===== config.mk =====
export PLATFORM = sky130hd
export DESIGN_NAME = pwrdn_seq_ctrl
export DESIGN_NICKNAME = d
export VERILOG_FILES = /design/src/rtl/pwrdn_pkg.sv /design/src/rtl/pwrdn_seq_fsm.sv /design/src/rtl/pwrdn_stage_ctl.sv /design/src/rtl/pwrdn_seq_ctrl.sv
export SDC_FILE = /design/constraint.sdc
export NUM_CORES = 1
export LEC_CHECK = 0
export ABC_AREA = 1
export BUFFER_PORTS_ARGS = -buffer_cell sky130_fd_sc_hd__buf_2
export CAP_MARGIN = 20
export CORE_AREA = 2 2 39 41
export CTS_BUF_LIST = sky130_fd_sc_hd__clkbuf_2
export CTS_CLUSTER_DIAMETER = 30
export DETAILED_ROUTE_END_ITERATION = 8
export DIE_AREA = 0 0 41 43
export GPL_TIMING_DRIVEN = 0
export PLACE_DENSITY = 0.55
export SLEW_MARGIN = 20
export SYNTH_ARGS = -nofsm -noshare
export SYNTH_HDL_FRONTEND = slang
export SYNTH_SLANG_ARGS = --single-unit

===== constraint.sdc =====
create_clock -name clk -period 1.25 [get_ports clk]
set_input_delay 0.125 -clock clk [delete_from_list [all_inputs] [get_ports clk]]
set_output_delay 0.125 -clock clk [all_outputs]
set_load 0.005 [all_outputs]

===== src/rtl/pwrdn_pkg.sv =====
package pwrdn_pkg;

    localparam int STATE_W = 4;

    typedef enum logic [STATE_W-1:0] {
        ST_RUN       = 4'b0001,
        ST_MUTING    = 4'b0010,
        ST_STAGE_OFF = 4'b0100,
        ST_CLK_GATED = 4'b1000
    } seq_state_e;

    typedef struct packed {
        seq_state_e state;
        logic       mute_req;
        logic       stage_ok;
        logic       clk_en;
    } seq_regs_t;

    function automatic seq_regs_t decode_state(seq_state_e st);
        seq_regs_t r;
        r.state    = st;
        r.mute_req = (st != ST_RUN);
        r.stage_ok = (st == ST_RUN) || (st == ST_MUTING);
        r.clk_en   = (st != ST_CLK_GATED);
        return r;
    endfunction

endpackage


===== src/rtl/pwrdn_seq_fsm.sv =====
module pwrdn_seq_fsm
    import pwrdn_pkg::*;
(
    input  logic               clk,
    input  logic               rst_n,
    input  logic               run_bit,
    input  logic               mute_done,
    output logic               mute_req,
    output logic               stage_ok,
    output logic               clk_en,
    output logic [STATE_W-1:0] state_vec
);

    seq_regs_t regs_d, regs_q;

    always_comb begin
        seq_state_e nxt;
        nxt = regs_q.state;
        unique case (regs_q.state)
            ST_RUN: begin
                if (!run_bit) nxt = ST_MUTING;
            end
            ST_MUTING: begin
                if (run_bit)        nxt = ST_RUN;
                else if (mute_done) nxt = ST_STAGE_OFF;
            end
            ST_STAGE_OFF: begin
                if (run_bit) nxt = ST_MUTING;
                else         nxt = ST_CLK_GATED;
            end
            ST_CLK_GATED: begin
                if (run_bit) nxt = ST_STAGE_OFF;
            end
            default: nxt = ST_RUN;
        endcase
        regs_d = decode_state(nxt);
    end

    always_ff @(posedge clk or negedge rst_n) begin
        if (!rst_n) regs_q <= decode_state(ST_RUN);
        else        regs_q <= regs_d;
    end

    assign mute_req  = regs_q.mute_req;
    assign stage_ok  = regs_q.stage_ok;
    assign clk_en    = regs_q.clk_en;
    assign state_vec = regs_q.state;

    AST_STATUS_ONEHOT: assert property (@(posedge clk) disable iff (!rst_n)
        $countones(state_vec) == 1);
    AST_MUTE_FIRST: assert property (@(posedge clk) disable iff (!rst_n)
        $rose(mute_req) |-> $past(!run_bit));
    AST_STAGE_AFTER_MUTE: assert property (@(posedge clk) disable iff (!rst_n)
        $fell(stage_ok) |-> $past(mute_req && mute_done));
    AST_GATE_AFTER_STAGE: assert property (@(posedge clk) disable iff (!rst_n)
        $fell(clk_en) |-> $past(!stage_ok));
    AST_WAKE_CLK_FIRST: assert property (@(posedge clk) disable iff (!rst_n)
        $rose(clk_en) |-> (!stage_ok && mute_req));
    AST_ABORT_RUN: assert property (@(posedge clk) disable iff (!rst_n)
        (state_vec == ST_MUTING && run_bit) |=> (state_vec == ST_RUN));

endmodule


===== src/rtl/pwrdn_stage_ctl.sv =====
module pwrdn_stage_ctl #(
    parameter int                 CFG_W   = 2,
    parameter logic [CFG_W-1:0]   PIN_SEL = 2'b10
) (
    input  logic             clk,
    input  logic             rst_n,
    input  logic             wr_en,
    input  logic             wr_data,
    input  logic             stage_ok,
    input  logic [CFG_W-1:0] out_cfg,
    input  logic             alt_in,
    output logic             stage_en,
    output logic             pin_out
);

    typedef struct packed {
        logic en_bit;
    } stage_regs_t;

    stage_regs_t regs_d, regs_q;

    always_comb begin
        regs_d = regs_q;
        if (wr_en) regs_d.en_bit = wr_data;
    end

    always_ff @(posedge clk or negedge rst_n) begin
        if (!rst_n) regs_q <= '0;
        else        regs_q <= regs_d;
    end

    assign stage_en = regs_q.en_bit & stage_ok;
    assign pin_out  = (out_cfg == PIN_SEL) ? stage_en : alt_in;

    AST_EN_HOLD: assert property (@(posedge clk) disable iff (!rst_n)
        !wr_en |=> $stable(regs_q.en_bit));
    AST_EN_LOAD: assert property (@(posedge clk) disable iff (!rst_n)
        wr_en |=> (regs_q.en_bit == $past(wr_data)));

endmodule


===== src/rtl/pwrdn_seq_ctrl.sv =====
module pwrdn_seq_ctrl
    import pwrdn_pkg::*;
#(
    parameter int                 CFG_W   = 2,
    parameter logic [CFG_W-1:0]   PIN_SEL = 2'b10
) (
    input  logic               clk,
    input  logic               rst_n,
    input  logic               run_bit,
    input  logic               mute_done,
    input  logic               stage_wr,
    input  logic               stage_wdata,
    input  logic [CFG_W-1:0]   out_cfg,
    input  logic               alt_pin_in,
    output logic               mute_req,
    output logic               stage_en,
    output logic               clk_run_en,
    output logic               shared_pin,
    output logic [STATE_W-1:0] seq_status
);

    logic stage_ok;

    pwrdn_seq_fsm u_fsm (
        .clk       (clk),
        .rst_n     (rst_n),
        .run_bit   (run_bit),
        .mute_done (mute_done),
        .mute_req  (mute_req),
        .stage_ok  (stage_ok),
        .clk_en    (clk_run_en),
        .state_vec (seq_status)
    );

    pwrdn_stage_ctl #(
        .CFG_W   (CFG_W),
        .PIN_SEL (PIN_SEL)
    ) u_stage (
        .clk      (clk),
        .rst_n    (rst_n),
        .wr_en    (stage_wr),
        .wr_data  (stage_wdata),
        .stage_ok (stage_ok),
        .out_cfg  (out_cfg),
        .alt_in   (alt_pin_in),
        .stage_en (stage_en),
        .pin_out  (shared_pin)
    );

    AST_NO_STAGE_WHEN_GATED: assert property (@(posedge clk) disable iff (!rst_n)
        !clk_run_en |-> !stage_en);
    AST_NO_STAGE_UNMUTED_DOWN: assert property (@(posedge clk) disable iff (!rst_n)
        $fell(stage_en) && !$past(stage_wr) |-> mute_req);

endmodule


==> flow_summary.yaml <==
drt:
  wl_per_cell_um: 9.495
  drt_drc_violations_left: 0
  postRouteAntennaNets: 0
  drt_wl_total_um: 902
  dr_total_vias: 429
  drt_iter0_drc: 15
  first_pass_iters: 3
  route.detailed.vias_per_inst: 4.516
finish:
  areaGrowthSynthToFinish_pct: 29.88
  stdcell_area_um2: 565.5
  layout.cells.most_common_list: "buf_2 (16), nand2_1 (14), nor2_1 (10), inv_1 (5), dfrtp_1 (5)"
  final_net_count: 89
  final_util: 0.4087
  fillers: 150
  mostFrequentLayoutCell: "buf_2"
  fraction_of_final_layout_cells_sized_beyond_drive_strength_1: 0.4304
  antenna_cells_inserted: 0
global_route:
  number_of_antenna_violations_at_the_first_check_in_global_routing: 0
  vias_in_the_first_global_route: 381
  overflow: 0
  largest_net_degree_at_the_start_of_global_routing: 9
  globalRouteTotalUtil: 0.1407
  grt_pass1_wl_um: 1649
die:
  initial_core_util: 0.3146
  core_mm2: 0.001384
  dieArea_mm2: 0.001763
  die_height_um: 43
  dieWidth_um: 41
  core.rowCount: 14
  io_pins: 17
timing:
  tightest_slew_ps: 220.4
  finalHoldViolCount: 0
  final_slew_viol_count: 0
  layout_min_cycle_time_ps: 1159
  timing.final.ws_setup_ps: 90.67
  timing.max_slew.rel_slack: 0.8515
  final_min_period_over_clock_period: 0.9275
  totalNegativeSetupSlack_ps: 0
  final.setup_skew_ps: 13.26
  rsz_0062_raised_after_global_routing: "false"
  timing.final.setup_violations: 0
  fmax_mhz: 862.6
clocking:
  ctsHtreeMaxLevel: 1
  clock_sink_count: 8
  clock_latency_late_sink_ps: 240
  postCtsHoldBufs: 1
  ctsRootBufferMaster: "clkbuf_2"
  cts_buffers: 3
  cts.clk_slew.worst_paths_ps: 80
  clock_buffer_depth: 2
  tritoncts_clock_tree: "yes"
  cts-resized-gates: 0
  post-cts-setup-buffer-count: 0
yosys:
  syn_area_per_cell_um2: 7.507
  synthesis.instances: 58
  synth.net_count: 67
  synth_cell_types: 15
  synth-seq-cells: 8
  mappedNetlistArea_um2: 435.4
  ys_warn_count: 0
  yosysSeqAreaShare: 0.4684
critical_path:
  reg2reg_setup_slack_ps: 160
  rr_endpoint: "u_fsm.mute_req"
  critical_path_type: "reg2out"
  r2r-start: "u_fsm.state_vec[0]"
  rr_worst_depth: 5
  worst-endpoint-required_ps: 1120
  largest_driver_fanout_on_the_critical_path: 2
  critical_path.cell_chain: "nand2_1 > a21oi_1 > buf_2"
  critPathBufInv: 1
  worstSetupEndpointType: "output pin"
  cp_slowest_stage_delay_ps: 520
  path_delay_family: "flip-flops"
  timing.critical_path.slowest_stage_cell: "dfstp_2"
  critical_path_arrival_ps: 1030
  cp-start-kind: "flip-flop"
run_status:
  result_of_the_run: "completed"
flow_run:
  max_cap_viol_count: 0
place:
  port-buffer-count: 16
  detailedPlace.worstSlack_ps: 186.0
  postPlaceCellArea_um2: 535.5
  hpwlAfterDp_um: 714.1
  gp_congestion: 0.7523
power_and_ir_drop:
  overall_power_uw: 891.7
  peak_supply_drop_mv: 0.8429
  power.density_cell_area_mw_per_mm2: 1577
  power.leakage_uw: 0.0003070
min_path:
  hp-start: "stage_wdata"
  whs_endpoint: "u_stage.regs_q"
  worst_hold_path.num_cells: 2
  hold_path_class: "in2reg"
## worst register-to-register path: cells and delay by family (launching register included)
| family | cells | cell delay (ps) |
|---|---|---|
| and+or+nand+nor | 5 | 370 |
| DFF | 1 | 610 |
## layout make-up
| cell class | count | area, um2 | area share |
|---|---|---|---|
| sequential | 8 | 203.9 | 0.3606 |
| inverter | 8 | 30.03 | 0.05310 |
| multi-input combinational | 42 | 201.4 | 0.3562 |
| timing repair buffer | 17 | 90.09 | 0.1593 |
| tap | 16 | 20.02 | 0.03540 |
| clock buffer | 4 | 20.02 | 0.03540 |
## worst max-delay path by stage
stage / startpoint / end / slack [ps] / cells past startpoint
2_1_floorplan: u_fsm.state_vec[0] / u_fsm.mute_req / 230 / 5
3_5_place_dp: u_fsm.state_vec[0] / u_fsm.mute_req / 190 / 5
4_1_cts: u_fsm.stage_ok / shared_pin / 70 / 3
5_1_grt: u_fsm.stage_ok / shared_pin / 0.9 / 3
3_3_place_gp: u_fsm.state_vec[0] / u_fsm.mute_req / 170 / 5
6_report: u_fsm.stage_ok / shared_pin / 90 / 3
## flip-flops by register name, summed over array words and instances, names as in the netlist
| name | flops |
|---|---|
| u_fsm.state_vec | 4 |
| u_stage.regs_q | 1 |
| u_fsm.mute_req | 1 |
| u_fsm.clk_en | 1 |
| u_fsm.stage_ok | 1 |
## synth_stat cells
master	instances	area share
inv_2	3	0.026
nor2_2	3	0.043
o21ai_2	1	0.020
nand3_1	3	0.034
mux2_2	1	0.026
inv_1	5	0.043
a21oi_1	1	0.011
o21ai_1	1	0.011
o21ai_0	2	0.023
dfrtp_1	5	0.29
nand2_1	14	0.12
nand2_2	3	0.043
dfstp_2	3	0.18
nand4_1	3	0.043
nor2_1	10	0.086
## cell families (layout without fill, tap and decap cells)
logic type             after synthesis  count (layout)  share of synthesized area
AND/OR/NAND/NOR                     36              36                     0.3707
buffers and inverters                8              29                    0.06897
flip-flops                           8               8                     0.4684
multiplexers                         1               1                    0.02586
AO/OA/AOI/OAI                        5               5                    0.06607
## report_power, final
group | internal (uW) | switching (uW) | leakage, uW
clock | 85.0 | 96.7 | 0.0000166
combinational | 135 | 183 | 0.000194
sequential | 331 | 60.7 | 0.0000963
## metrics by stage
| stage | hold slack [ps] | cells |
|---|---|---|
| finish | 127.0 | 95 |
| floorplan | -170.6 | 58 |
| detailed placement | -19.77 | 90 |
| global placement | -23.72 | 90 |
| global route | 120.9 | 95 |
| CTS | 116.0 | 95 |
## layer usage
metal	global-route usage	vias to the layer above	routed length [um]
met3	0.04712	0	55
met1	0.1980	193	414
li1	-	226	-
met2	0.1813	10	432
met5	0	-	0
met4	0.08000	0	0
Note: power is estimated with default switching activity, not from simulation.
